--- config.mk ---
export PLATFORM = sky130hd
export DESIGN_NAME = dbgseq_top
export DESIGN_NICKNAME = d
export VERILOG_FILES = /design/src/rtl/dbgseq_pkg.sv /design/src/rtl/dbgseq_plan.sv /design/src/rtl/dbgseq_reply.sv /design/src/rtl/dbgseq_ctrl.sv /design/src/rtl/dbgseq_top.sv
export SDC_FILE = /design/constraint.sdc
export NUM_CORES = 1
export LEC_CHECK = 0
export ABC_CLOCK_PERIOD_IN_PS = 6700
export BUFFER_PORTS_ARGS = -buffer_cell sky130_fd_sc_hd__buf_2
export CORE_ASPECT_RATIO = 0.7
export CORE_MARGIN = 4
export CORE_UTILIZATION = 55
export DETAILED_ROUTE_END_ITERATION = 7
export PLACE_DENSITY = 0.81
export REMOVE_ABC_BUFFERS = 1
export SYNTH_ARGS = -nofsm -noshare
export SYNTH_HDL_FRONTEND = slang
export SYNTH_HIERARCHICAL = 1
export SYNTH_SLANG_ARGS = --single-unit
export TNS_END_PERCENT = 1
--- constraint.sdc ---
create_clock -name clk -period 6.7 [get_ports clk]
set_input_delay 1.005 -clock clk [delete_from_list [all_inputs] [get_ports clk]]
set_output_delay 1.005 -clock clk [all_outputs]
set_load 0.05 [all_outputs]
--- src/rtl/dbgseq_pkg.sv ---
package dbgseq_pkg;

   typedef enum logic [3:0] {
      OP_XRD    = 4'd0,
      OP_XWR    = 4'd1,
      OP_CRD    = 4'd2,
      OP_IRD    = 4'd3,
      OP_IWR    = 4'd4,
      OP_HALT   = 4'd5,
      OP_RESUME = 4'd6,
      OP_STEP   = 4'd7,
      OP_STATUS = 4'd8,
      OP_CHIPID = 4'd9,
      OP_PCRD   = 4'd10,
      OP_PCWR   = 4'd11,
      OP_CFGRD  = 4'd12,
      OP_CFGWR  = 4'd13,
      OP_ERASE  = 4'd14,
      OP_NONE   = 4'd15
   } dbg_op_e;

   localparam logic [7:0] DI_BASE    = 8'h54;
   localparam logic [7:0] C_HALT     = 8'h44;
   localparam logic [7:0] C_RESUME   = 8'h4C;
   localparam logic [7:0] C_STEP     = 8'h5C;
   localparam logic [7:0] C_STATUS   = 8'h3F;
   localparam logic [7:0] C_CFGRD    = 8'h24;
   localparam logic [7:0] C_CFGWR    = 8'h1D;
   localparam logic [7:0] C_ERASE    = 8'h14;
   localparam logic [7:0] C_CHIPID   = 8'h68;
   localparam logic [7:0] C_PCRD     = 8'h28;
   localparam logic [7:0] C_PCWR     = 8'h02;

   localparam logic [7:0] I_LDDPTR   = 8'h90;
   localparam logic [7:0] I_MOVAIMM  = 8'h74;
   localparam logic [7:0] I_MOVXST   = 8'hF0;
   localparam logic [7:0] I_MOVXLD   = 8'hE0;
   localparam logic [7:0] I_CLRA     = 8'hE4;
   localparam logic [7:0] I_MOVCA    = 8'h93;
   localparam logic [7:0] I_MOVDIMM  = 8'h75;
   localparam logic [7:0] I_MOVADIR  = 8'hE5;

   typedef struct packed {
      logic [7:0] cmd;
      logic [1:0] nargs;
      logic [7:0] a0;
      logic [7:0] a1;
      logic [7:0] a2;
      logic [1:0] nrep;
      logic       last;
   } link_req_t;

   function automatic link_req_t mk_di(input logic [1:0] len, input logic [7:0] b0,
                                       input logic [7:0] b1, input logic [7:0] b2,
                                       input logic last);
      link_req_t r;
      r.cmd   = DI_BASE + {6'd0, len};
      r.nargs = len;
      r.a0    = b0;
      r.a1    = b1;
      r.a2    = b2;
      r.nrep  = 2'd1;
      r.last  = last;
      return r;
   endfunction

   function automatic link_req_t mk_raw(input logic [7:0] cmd, input logic [1:0] nargs,
                                        input logic [7:0] b0, input logic [7:0] b1,
                                        input logic [1:0] nrep);
      link_req_t r;
      r.cmd   = cmd;
      r.nargs = nargs;
      r.a0    = b0;
      r.a1    = b1;
      r.a2    = 8'h00;
      r.nrep  = nrep;
      r.last  = 1'b1;
      return r;
   endfunction

endpackage

--- src/rtl/dbgseq_plan.sv ---
module dbgseq_plan
   import dbgseq_pkg::*;
#(
   parameter logic [7:0] MEMCTL_SFR = 8'hC7
) (
   input  dbg_op_e    op,
   input  logic [1:0] step,
   input  logic [15:0] addr,
   input  logic [3:0] bank,
   input  logic [7:0] wdata,
   output link_req_t  req
);

   logic [7:0] hi;
   logic [7:0] lo;
   logic [7:0] memctl_val;

   assign hi         = addr[15:8];
   assign lo         = addr[7:0];
   assign memctl_val = {bank, 4'h1};

   always_comb begin
      req      = '0;
      req.last = 1'b1;
      unique case (op)
         OP_XRD: begin
            if (step == 2'd0) req = mk_di(2'd3, I_LDDPTR, hi, lo, 1'b0);
            else              req = mk_di(2'd1, I_MOVXLD, 8'h00, 8'h00, 1'b1);
         end
         OP_XWR: begin
            case (step)
               2'd0:    req = mk_di(2'd3, I_LDDPTR, hi, lo, 1'b0);
               2'd1:    req = mk_di(2'd2, I_MOVAIMM, wdata, 8'h00, 1'b0);
               default: req = mk_di(2'd1, I_MOVXST, 8'h00, 8'h00, 1'b1);
            endcase
         end
         OP_CRD: begin
            case (step)
               2'd0:    req = mk_di(2'd3, I_MOVDIMM, MEMCTL_SFR, memctl_val, 1'b0);
               2'd1:    req = mk_di(2'd3, I_LDDPTR, hi, lo, 1'b0);
               2'd2:    req = mk_di(2'd1, I_CLRA, 8'h00, 8'h00, 1'b0);
               default: req = mk_di(2'd1, I_MOVCA, 8'h00, 8'h00, 1'b1);
            endcase
         end
         OP_IRD: begin
            if (step == 2'd0) req = mk_di(2'd1, I_CLRA, 8'h00, 8'h00, 1'b0);
            else              req = mk_di(2'd2, I_MOVADIR, lo, 8'h00, 1'b1);
         end
         OP_IWR:    req = mk_di(2'd3, I_MOVDIMM, lo, wdata, 1'b1);
         OP_HALT:   req = mk_raw(C_HALT,   2'd0, 8'h00, 8'h00, 2'd1);
         OP_RESUME: req = mk_raw(C_RESUME, 2'd0, 8'h00, 8'h00, 2'd1);
         OP_STEP:   req = mk_raw(C_STEP,   2'd0, 8'h00, 8'h00, 2'd1);
         OP_STATUS: req = mk_raw(C_STATUS, 2'd0, 8'h00, 8'h00, 2'd1);
         OP_CFGRD:  req = mk_raw(C_CFGRD,  2'd0, 8'h00, 8'h00, 2'd1);
         OP_ERASE:  req = mk_raw(C_ERASE,  2'd0, 8'h00, 8'h00, 2'd1);
         OP_CHIPID: req = mk_raw(C_CHIPID, 2'd0, 8'h00, 8'h00, 2'd2);
         OP_PCRD:   req = mk_raw(C_PCRD,   2'd0, 8'h00, 8'h00, 2'd2);
         OP_PCWR:   req = mk_raw(C_PCWR,   2'd2, hi, lo, 2'd0);
         OP_CFGWR:  req = mk_raw(C_CFGWR,  2'd1, wdata, 8'h00, 2'd0);
         default: begin
            req      = '0;
            req.last = 1'b1;
         end
      endcase
   end

endmodule

--- src/rtl/dbgseq_reply.sv ---
module dbgseq_reply #(
   parameter int RES_W = 16
) (
   input  logic             clk,
   input  logic             rst_n,
   input  logic             clr,
   input  logic             rx_vld,
   input  logic [7:0]       rx_byte,
   output logic [RES_W-1:0] word_next
);

   logic [RES_W-1:0] acc;

   generate
      if (RES_W < 16) begin : g_bad_width
         $error("dbgseq_reply: RES_W must hold two reply bytes");
      end
   endgenerate

   // earlier byte moves up, so the first byte received ends in the high half
   assign word_next = rx_vld ? {acc[RES_W-9:0], rx_byte} : acc;

   always_ff @(posedge clk or negedge rst_n) begin
      if (!rst_n)      acc <= '0;
      else if (clr)    acc <= '0;
      else if (rx_vld) acc <= word_next;
   end

   // a byte taken without a clear lands in the low byte of the accumulator
   a_r10_shift_in: assert property (@(posedge clk) disable iff (!rst_n)
      (rx_vld && !clr) |=> (acc[7:0] == $past(rx_byte)));

   // a clear empties the accumulator
   a_r10_clear: assert property (@(posedge clk) disable iff (!rst_n)
      clr |=> (acc == '0));

endmodule

--- src/rtl/dbgseq_ctrl.sv ---
module dbgseq_ctrl
   import dbgseq_pkg::*;
#(
   parameter int ADDR_W = 17,
   parameter int RES_W  = 16
) (
   input  logic              clk,
   input  logic              rst_n,
   input  logic              op_valid,
   input  logic [3:0]        op_code,
   input  logic [ADDR_W-1:0] op_addr,
   input  logic [7:0]        op_wdata,
   input  logic              req_last,
   input  logic              lnk_done,
   input  logic [RES_W-1:0]  word_next,
   output dbg_op_e           op_q,
   output logic [1:0]        step_q,
   output logic [ADDR_W-1:0] addr_q,
   output logic [7:0]        data_q,
   output logic              busy,
   output logic              op_ready,
   output logic              op_done,
   output logic [RES_W-1:0]  op_result
);

   typedef enum logic {S_IDLE, S_RUN} st_e;
   st_e st;

   logic accept;

   assign op_ready = (st == S_IDLE);
   assign busy     = (st == S_RUN);
   assign accept   = op_valid && op_ready;

   always_ff @(posedge clk or negedge rst_n) begin
      if (!rst_n) begin
         st        <= S_IDLE;
         op_q      <= OP_NONE;
         step_q    <= 2'd0;
         addr_q    <= '0;
         data_q    <= 8'h00;
         op_done   <= 1'b0;
         op_result <= '0;
      end else begin
         op_done <= 1'b0;
         unique case (st)
            S_IDLE: begin
               if (op_valid) begin
                  op_q   <= dbg_op_e'(op_code);
                  addr_q <= op_addr;
                  data_q <= op_wdata;
                  step_q <= 2'd0;
                  if (op_code == OP_NONE) begin
                     op_done   <= 1'b1;
                     op_result <= '0;
                  end else begin
                     st <= S_RUN;
                  end
               end
            end
            S_RUN: begin
               if (lnk_done) begin
                  if (req_last) begin
                     st        <= S_IDLE;
                     op_done   <= 1'b1;
                     op_result <= word_next;
                  end else begin
                     step_q <= step_q + 2'd1;
                  end
               end
            end
            default: st <= S_IDLE;
         endcase
      end
   end

   // completion follows a link completion or an immediately retired code
   a_r11_done_source: assert property (@(posedge clk) disable iff (!rst_n)
      op_done |-> ($past(lnk_done) || $past(accept)));

   // the result port moves only together with the done pulse
   a_r12_result_hold: assert property (@(posedge clk) disable iff (!rst_n)
      !op_done |-> $stable(op_result));

   // the empty code retires at once and never occupies the link
   a_r2_empty_code: assert property (@(posedge clk) disable iff (!rst_n)
      (accept && op_code == 4'hF) |=> (op_done && op_ready && op_result == '0));

   // an accepted real operation keeps the block busy next cycle
   a_r11_busy_after_accept: assert property (@(posedge clk) disable iff (!rst_n)
      (accept && op_code != 4'hF) |=> (busy && !op_done));

endmodule

--- src/rtl/dbgseq_top.sv ---
module dbgseq_top
   import dbgseq_pkg::*;
#(
   parameter int         ADDR_W     = 17,
   parameter logic [7:0] MEMCTL_SFR = 8'hC7
) (
   input  logic              clk,
   input  logic              rst_n,
   input  logic              op_valid,
   output logic              op_ready,
   input  logic [3:0]        op_code,
   input  logic [ADDR_W-1:0] op_addr,
   input  logic [7:0]        op_wdata,
   output logic              op_done,
   output logic [15:0]       op_result,
   output logic              lnk_req,
   output logic [7:0]        lnk_cmd,
   output logic [1:0]        lnk_nargs,
   output logic [7:0]        lnk_arg0,
   output logic [7:0]        lnk_arg1,
   output logic [7:0]        lnk_arg2,
   output logic [1:0]        lnk_nrep,
   input  logic              lnk_rx_vld,
   input  logic [7:0]        lnk_rx_byte,
   input  logic              lnk_done
);

   localparam int RES_W  = 16;
   localparam int BANK_W = ADDR_W - 15;

   generate
      if (ADDR_W < 16 || ADDR_W > 19) begin : g_bad_addr
         $error("dbgseq_top: ADDR_W must lie between 16 and 19");
      end
   endgenerate

   dbg_op_e           op_q;
   logic [1:0]        step_q;
   logic [ADDR_W-1:0] addr_q;
   logic [7:0]        data_q;
   logic              busy;
   logic [3:0]        bank;
   logic [RES_W-1:0]  word_next;
   link_req_t         req;

   generate
      if (BANK_W >= 4) begin : g_bank_full
         assign bank = addr_q[18:15];
      end else begin : g_bank_pad
         assign bank = {{(4 - BANK_W){1'b0}}, addr_q[ADDR_W-1:15]};
      end
   endgenerate

   dbgseq_ctrl #(.ADDR_W(ADDR_W), .RES_W(RES_W)) u_ctrl (
      .clk       (clk),
      .rst_n     (rst_n),
      .op_valid  (op_valid),
      .op_code   (op_code),
      .op_addr   (op_addr),
      .op_wdata  (op_wdata),
      .req_last  (req.last),
      .lnk_done  (lnk_done),
      .word_next (word_next),
      .op_q      (op_q),
      .step_q    (step_q),
      .addr_q    (addr_q),
      .data_q    (data_q),
      .busy      (busy),
      .op_ready  (op_ready),
      .op_done   (op_done),
      .op_result (op_result)
   );

   dbgseq_plan #(.MEMCTL_SFR(MEMCTL_SFR)) u_plan (
      .op    (op_q),
      .step  (step_q),
      .addr  (addr_q[15:0]),
      .bank  (bank),
      .wdata (data_q),
      .req   (req)
   );

   dbgseq_reply #(.RES_W(RES_W)) u_reply (
      .clk       (clk),
      .rst_n     (rst_n),
      .clr       (lnk_done),
      .rx_vld    (lnk_rx_vld),
      .rx_byte   (lnk_rx_byte),
      .word_next (word_next)
   );

   assign lnk_req   = busy;
   assign lnk_cmd   = busy ? req.cmd   : 8'h00;
   assign lnk_nargs = busy ? req.nargs : 2'd0;
   assign lnk_arg0  = busy ? req.a0    : 8'h00;
   assign lnk_arg1  = busy ? req.a1    : 8'h00;
   assign lnk_arg2  = busy ? req.a2    : 8'h00;
   assign lnk_nrep  = busy ? req.nrep  : 2'd0;

   // debug-instruction commands carry their length in the low bits
   a_r3_di_length: assert property (@(posedge clk) disable iff (!rst_n)
      (lnk_req && lnk_cmd[7:2] == 6'b010101) |->
         (lnk_cmd[1:0] == lnk_nargs && lnk_cmd[1:0] != 2'd0 && lnk_nrep == 2'd1));

   // a pending request is held unchanged until the link finishes it
   a_r11_req_hold: assert property (@(posedge clk) disable iff (!rst_n)
      (lnk_req && !lnk_done) |=>
         (lnk_req && $stable(lnk_cmd) && $stable(lnk_arg0) && $stable(lnk_arg1)
          && $stable(lnk_arg2) && $stable(lnk_nrep)));

   // the block is never idle and requesting at once
   a_r11_single_op: assert property (@(posedge clk) disable iff (!rst_n)
      lnk_req |-> !op_ready);

endmodule

==> results of run 1 <==
-- flip-flops by register name, summed over array words and instances, names as in the netlist --
register	flops
u_ctrl/addr_q	17
u_ctrl/op_result	16
u_reply/acc	16
u_ctrl/data_q	8
u_ctrl/op_q	4
u_ctrl/step_q	2
u_ctrl/busy	1
u_ctrl/op_done	1
-- routing by layer --
| layer | track usage [%] | vias to the layer above | wire length (µm) |
|---|---|---|---|
| met5 | 0 | - | 0 |
| met4 | 6.242 | 0 | 114 |
| met3 | 4.934 | 13 | 597 |
| met2 | 36.47 | 97 | 4820 |
| met1 | 30.64 | 1650 | 4637 |
| li1 | - | 1613 | - |
-- critical path, delay by kind of cell, from the launching register on --
| kind | cells | cell delay, ns |
|---|---|---|
| AO/OA/AOI/OAI | 3 | 0.83 |
| flip-flops | 1 | 0.48 |
| buffers and inverters | 2 | 0.40 |
| AND/OR/NAND/NOR | 2 | 0.63 |
| adder cells (fa/ha/maj) | 1 | 0.27 |
-- cell families after synthesis --
group	after synthesis	synth area share, %
AOI/OAI and AO/OA	95	15.98
adders and majority gates	7	2.009
other	2	0.1773
xor gates and xnor gates	4	0.8273
muxes	46	13.97
buffers and inverters	44	6.263
and+or+nand+nor	154	22.25
DFF	65	38.52
-- worst max path at each step --
stage                                 startpoint           to  slack, ns  cells after the start
floorplan             u_ctrl/op_q[1]$_DFFE_PN1P_  lnk_arg2[0]       3.48                      5
global placement      u_ctrl/op_q[1]$_DFFE_PN1P_  lnk_arg2[5]       3.21                      6
detailed placement    u_ctrl/op_q[1]$_DFFE_PN1P_  lnk_arg2[5]       3.15                      6
CTS                   u_ctrl/op_q[1]$_DFFE_PN1P_  lnk_arg2[5]       2.78                      6
global route        u_ctrl/step_q[0]$_DFFE_PN0P_  lnk_arg2[2]       2.55                      8
finish              u_ctrl/step_q[0]$_DFFE_PN0P_  lnk_arg2[2]       2.74                      8
-- final cells by class --
cell class,count,share of cell area (%)
clock buffer,12,2.990
timing repair buffer,97,10.11
tap,98,2.526
clock inverter,4,1.573
sequential,65,33.62
inverter,12,0.9281
multi-input combinational,309,48.26
-- layout by cell type, fill, tap and decap left out, types with 10 or more instances in the layout --
| cell type | n |
|---|---|
| nor2b_1 | 16 |
| mux2_4 | 20 |
| buf_2 | 95 |
| inv_1 | 12 |
| dfrtp_1 | 61 |
| a21oi_1 | 11 |
| nand2_1 | 59 |
| mux2_2 | 25 |
| o21ai_0 | 12 |
| nor2_1 | 10 |
| o22ai_1 | 18 |
| clkbuf_8 | 10 |
| and2_2 | 36 |
-- stage by stage --
step                      hold WS (ns)  cells  util, %
final                           0.5291    597    65.72
after global routing            0.5535    597    65.72
after CTS                       0.5320    597    65.72
after detailed placement        0.5225    581    62.72
after global placement          0.5145    581    62.72
after floorplan                 0.4816    386        -
==> impl_metrics.csv, run 1 <==
group,metric,value,unit
setup_path,cp.required,5.69,ns
place,dp_hpwl,7153,µm
setup_path,r2r-end,"u_ctrl/op_result[6]$_DFFE_PN0P_",
sta,worstMarginPinSlew,1.146,ns
logic_synthesis,synth-main-ff-cell,"dfrtp_1",
logic_synthesis,synth_cells,417,
setup_path,arrival,2.95,ns
finish,area_growth,14.59,%
setup_path,cp-end-kind,"output port",
worst_hold_path,hp-class,"flop to flop",
route,dr.pass1.iters,5,
finish,design_area,4853,µm²
floorplan,die_area,9191,µm²
floorplan,io_pins,97,
setup_path,crit_type,"flop to output port",
logic_synthesis,async_flop_share,100.0,%
setup_path,crit_path_max_incr_delay,0.50,ns
sta,max_freq,0.2528,GHz
clock_network,cts_hold_buffers,0,
logic_synthesis,synth_edf_count,0,
clock_network,cts_tree,"done",
finish,multiInputGateArea,2342,µm²
clock_network,clock_sinks,65,
place,place_area,4632,µm²
logic_synthesis,netlist_area,4235,µm²
clock_network,cts_inserted_buffers,9,
sta,rsz0062_at_grt,"no",
setup_path,cp-start-kind,"flop",
route,drc,0,
global_route,antenna_found_initial,0,
floorplan,rows,26,
sta,fin_crit_sh,59.04,%
route,drt-initial-drc-count,182,
route,antenna_left,0,
global_route,grt_max_degree,66,
place,portBuffers,95,
sta,finalHoldViolCount,0,
worst_hold_path,holdCritStartpoint,"u_ctrl/op_result[0]$_DFFE_PN0P_",
finish,register_area,1632,µm²
global_route,grt_pass1_wl,16510,µm
global_route,grt_pass1_vias,3286,
floorplan,initial_core_util,57.35,%
setup_path,crit_path_cell_trace,"inv_1 > ha_1 > nor3b_1 > a31oi_1 > o21ai_2 > a22o_1 > and2_2 > buf_2",
place,gp_congestion,0.8466,
setup_path,reg2reg_depth,9,
route,vias,3373,
sta,slew_violations,0,
clock_network,cts_htree_levels,3,
setup_path,worst-path-max-fanout,7,
setup_path,r2r_setup_slack,3.41,ns
logic_synthesis,ys_seq_area_share,38.52,%
logic_synthesis,synth_top_area_share,36.04,%
logic_synthesis,yosysTopAreaCell,"dfrtp_1",
clock_network,post_cts_buffers,0,
outcome,status,"finished, final reports clean",
floorplan,dieWidth,112.9,µm
setup_path,cp_slowest_cell,"nor3b_1",
finish,nFillCells,616,
logic_synthesis,yosysMostFrequentCell,"dfrtp_1",
global_route,grt_usage,22.42,%
finish,nNetsFinal,542,
place,pre_cts_slack,3.149,ns
global_route,grt-ovfl-total,0,
logic_synthesis,synth_area_leaders,"dfrtp_1 (36%), mux2_4 (7.1%), mux2_2 (6.6%)",
route,routed_wl,10170,µm
logic_synthesis,synthTopCellsByCount,"dfrtp_1 (61), nand2_1 (59), and2_2 (36), mux2_2 (25), mux2_4 (20)",
route,wl_per_cell,17.03,µm
sta,finalWorstSetupSlack,2.745,ns
clock_network,post_cts_resized,0,
floorplan,core-area,7385,µm²
finish,diodes,0,
job,cap_violations,0,
sta,fin_worst_skew,0.003778,ns
finish,drive_above_1_share,43.49,%
floorplan,die_height,81.42,µm
clock_network,clockRootBuffer,"clkbuf_8",
sta,setup-violations-final,0,
setup_path,reg2reg_from,"u_ctrl/step_q[0]$_DFFE_PN0P_",
sta,slew_headroom,23.36,%
worst_hold_path,hold_depth,2,
route,viasPerCell,5.650,
worst_hold_path,holdPathEnd,"u_ctrl/op_result[0]$_DFFE_PN0P_",
logic_synthesis,synth_seq_cells,65,
clock_network,cts_buffer_depth,2,
logic_synthesis,ys_types,60,
logic_synthesis,avgSynthCellArea,10.16,µm²
clock_network,clk_pin_slew_worst_paths,0.07,ns
sta,fin_crit,3.955,ns
clock_network,insertion_delay,0.34,ns
logic_synthesis,ys_warn_count,6,
sta,tns,0,ns
Power of run 1 is not shown: default switching activity piles up to over one toggle a cycle in this logic, so the estimate is an artifact.
==> inputs of run 2 (changes only) <==
ABC_CLOCK_PERIOD_IN_PS = 3800   (was 6700)
clock period = 3.8 ns   (was 6.7 ns; I/O delays follow)
==> run 2 against run 1 <==
Against the previous run:
- flip-flop and latch count did not move
- final area grew 1.3%
- register-to-register slack got worse by 2.4 ns
- wire length is 4.1% higher
- largest cell class unchanged
- first-iteration DRC count rose by 6.6%
- critical path depth stayed put
- count of clock-buffer cells in the layout shrank 3
==> impl_metrics.csv, run 2 (synthesis gave the netlist of run 1 again) <==
group,metric,value,unit
floorplan,io_pins,97,
sta,slew_violations,0,
clock_network,cts_inserted_buffers,9,
clock_network,cts_htree_levels,3,
route,dr.pass1.iters,4,
place,gp_congestion,0.8787,
clock_network,clk_pin_slew_worst_paths,0.08,ns
clock_network,clockRootBuffer,"clkbuf_8",
finish,drive_above_1_share,44.44,%
sta,worstMarginPinSlew,0.8296,ns
route,routed_wl,10590,µm
global_route,grt_pass1_vias,3367,
finish,final_cell_mix,"buf_2 (95), dfrtp_1 (61), nand2_1 (59)",
floorplan,dieWidth,112.9,µm
job,cap_violations,0,
global_route,grt_usage,23.55,%
clock_network,insertion_delay,0.36,ns
finish,area_growth,16.13,%
route,drt-initial-drc-count,194,
finish,nNetsFinal,547,
floorplan,die_area,9191,µm²
place,dp_hpwl,7495,µm
sta,slew_headroom,44.58,%
sta,fin_crit,3.425,ns
clock_network,post_cts_resized,0,
route,wl_per_cell,17.59,µm
sta,finalHoldViolCount,0,
route,drc,0,
floorplan,initial_core_util,57.35,%
setup_path,worst-path-max-fanout,8,
floorplan,rows,26,
setup_path,arrival,2.86,ns
clock_network,cts_hold_buffers,0,
clock_network,cts_buffer_depth,2,
clock_network,cts_tree,"done",
sta,rsz0062_at_grt,"no",
clock_network,clock_sinks,65,
setup_path,cp-start-kind,"flop",
floorplan,die_height,81.42,µm
global_route,grt_max_degree,41,
route,vias,3399,
sta,fin_crit_sh,90.14,%
clock_network,post_cts_buffers,0,
outcome,status,"finished, final reports clean",
route,antenna_left,0,
setup_path,cp-end-kind,"output port",
global_route,grt-ovfl-total,0,
floorplan,core-area,7385,µm²
finish,diodes,0,
global_route,antenna_found_initial,0,
route,viasPerCell,5.646,
finish,reg_top3,"u_ctrl/addr_q (17), u_ctrl/op_result (16), u_reply/acc (16)",
global_route,grt_pass1_wl,17120,µm
worst_hold_path,hp-class,"input port to asynchronous set/reset pin",
finish,final_common_cell,"buf_2",
setup_path,cp.required,3.23,ns
finish,largest_reg_flops,17,
place,portBuffers,95,
finish,largest_register,"u_ctrl/addr_q",
sta,fin_worst_skew,0.008756,ns
sta,setup-violations-final,0,
setup_path,crit_type,"flop to output port",
sta,tns,0,ns
sta,max_freq,0.2919,GHz
run 2: path summary, 6_finish.rpt:
check | startpoint | endpoint | slack [ns] | cells past startpoint
worst max-delay path | u_ctrl/step_q[0]$_DFFE_PN0P_ | lnk_arg1[4] | 0.37 | 8
worst min-delay path | rst_n | u_ctrl/addr_q[4]$_DFFE_PN0P_ | 0.30 | 1
worst max register to register | u_ctrl/step_q[0]$_DFFE_PN0P_ | u_ctrl/op_result[12]$_DFFE_PN0P_ | 1.05 | 9
worst min register to register | u_ctrl/addr_q[16]$_DFFE_PN0P_ | u_ctrl/addr_q[16]$_DFFE_PN0P_ | 0.52 | 1
max in group asynchronous | rst_n | u_ctrl/op_q[2]$_DFFE_PN1P_ | 2.56 | 2
min in group clk | op_addr[7] | u_ctrl/addr_q[7]$_DFFE_PN0P_ | 0.44 | 2
run 2: final cells by class:
class                      instances  area (µm²)
sequential                        65        1632
clock inverter                     7       125.1
clock buffer                       9       123.9
inverter                          12       45.04
tap                               98       122.6
multi-input combinational        309        2342
fill                             581        2466
timing repair buffer             102       528.0
run 2: metrics by stage:
stage	util, %	hold WS (ns)	setup WS [ns]	cells	cell area, µm²
floorplan	-	0.2744	1.014	386	4019
global placement	63.23	0.5028	0.8863	586	4669
detailed placement	63.23	0.5102	0.8165	586	4669
CTS	66.60	0.3156	0.4248	602	4918
global route	66.60	0.3487	0.2111	602	4918
finish	66.60	0.3030	0.3747	602	4918
run 2: worst max-delay path, stage by stage (launching register included):
cell and delay, ns:
dfrtp_1 0.48, inv_1 0.13, ha_1 0.31, nor2b_1 0.16, o21bai_1 0.67, a22o_1 0.27, a21o_1 0.09, and2_2 0.12
buf_2 0.25
run 2: routing by layer:
metal  wire (µm)  track usage [%]
met2        5051            38.42
met1        4745            31.83
met4         144            6.963
met3         649            5.302
met5           0                0
Power of run 2 is left out for the same reason.
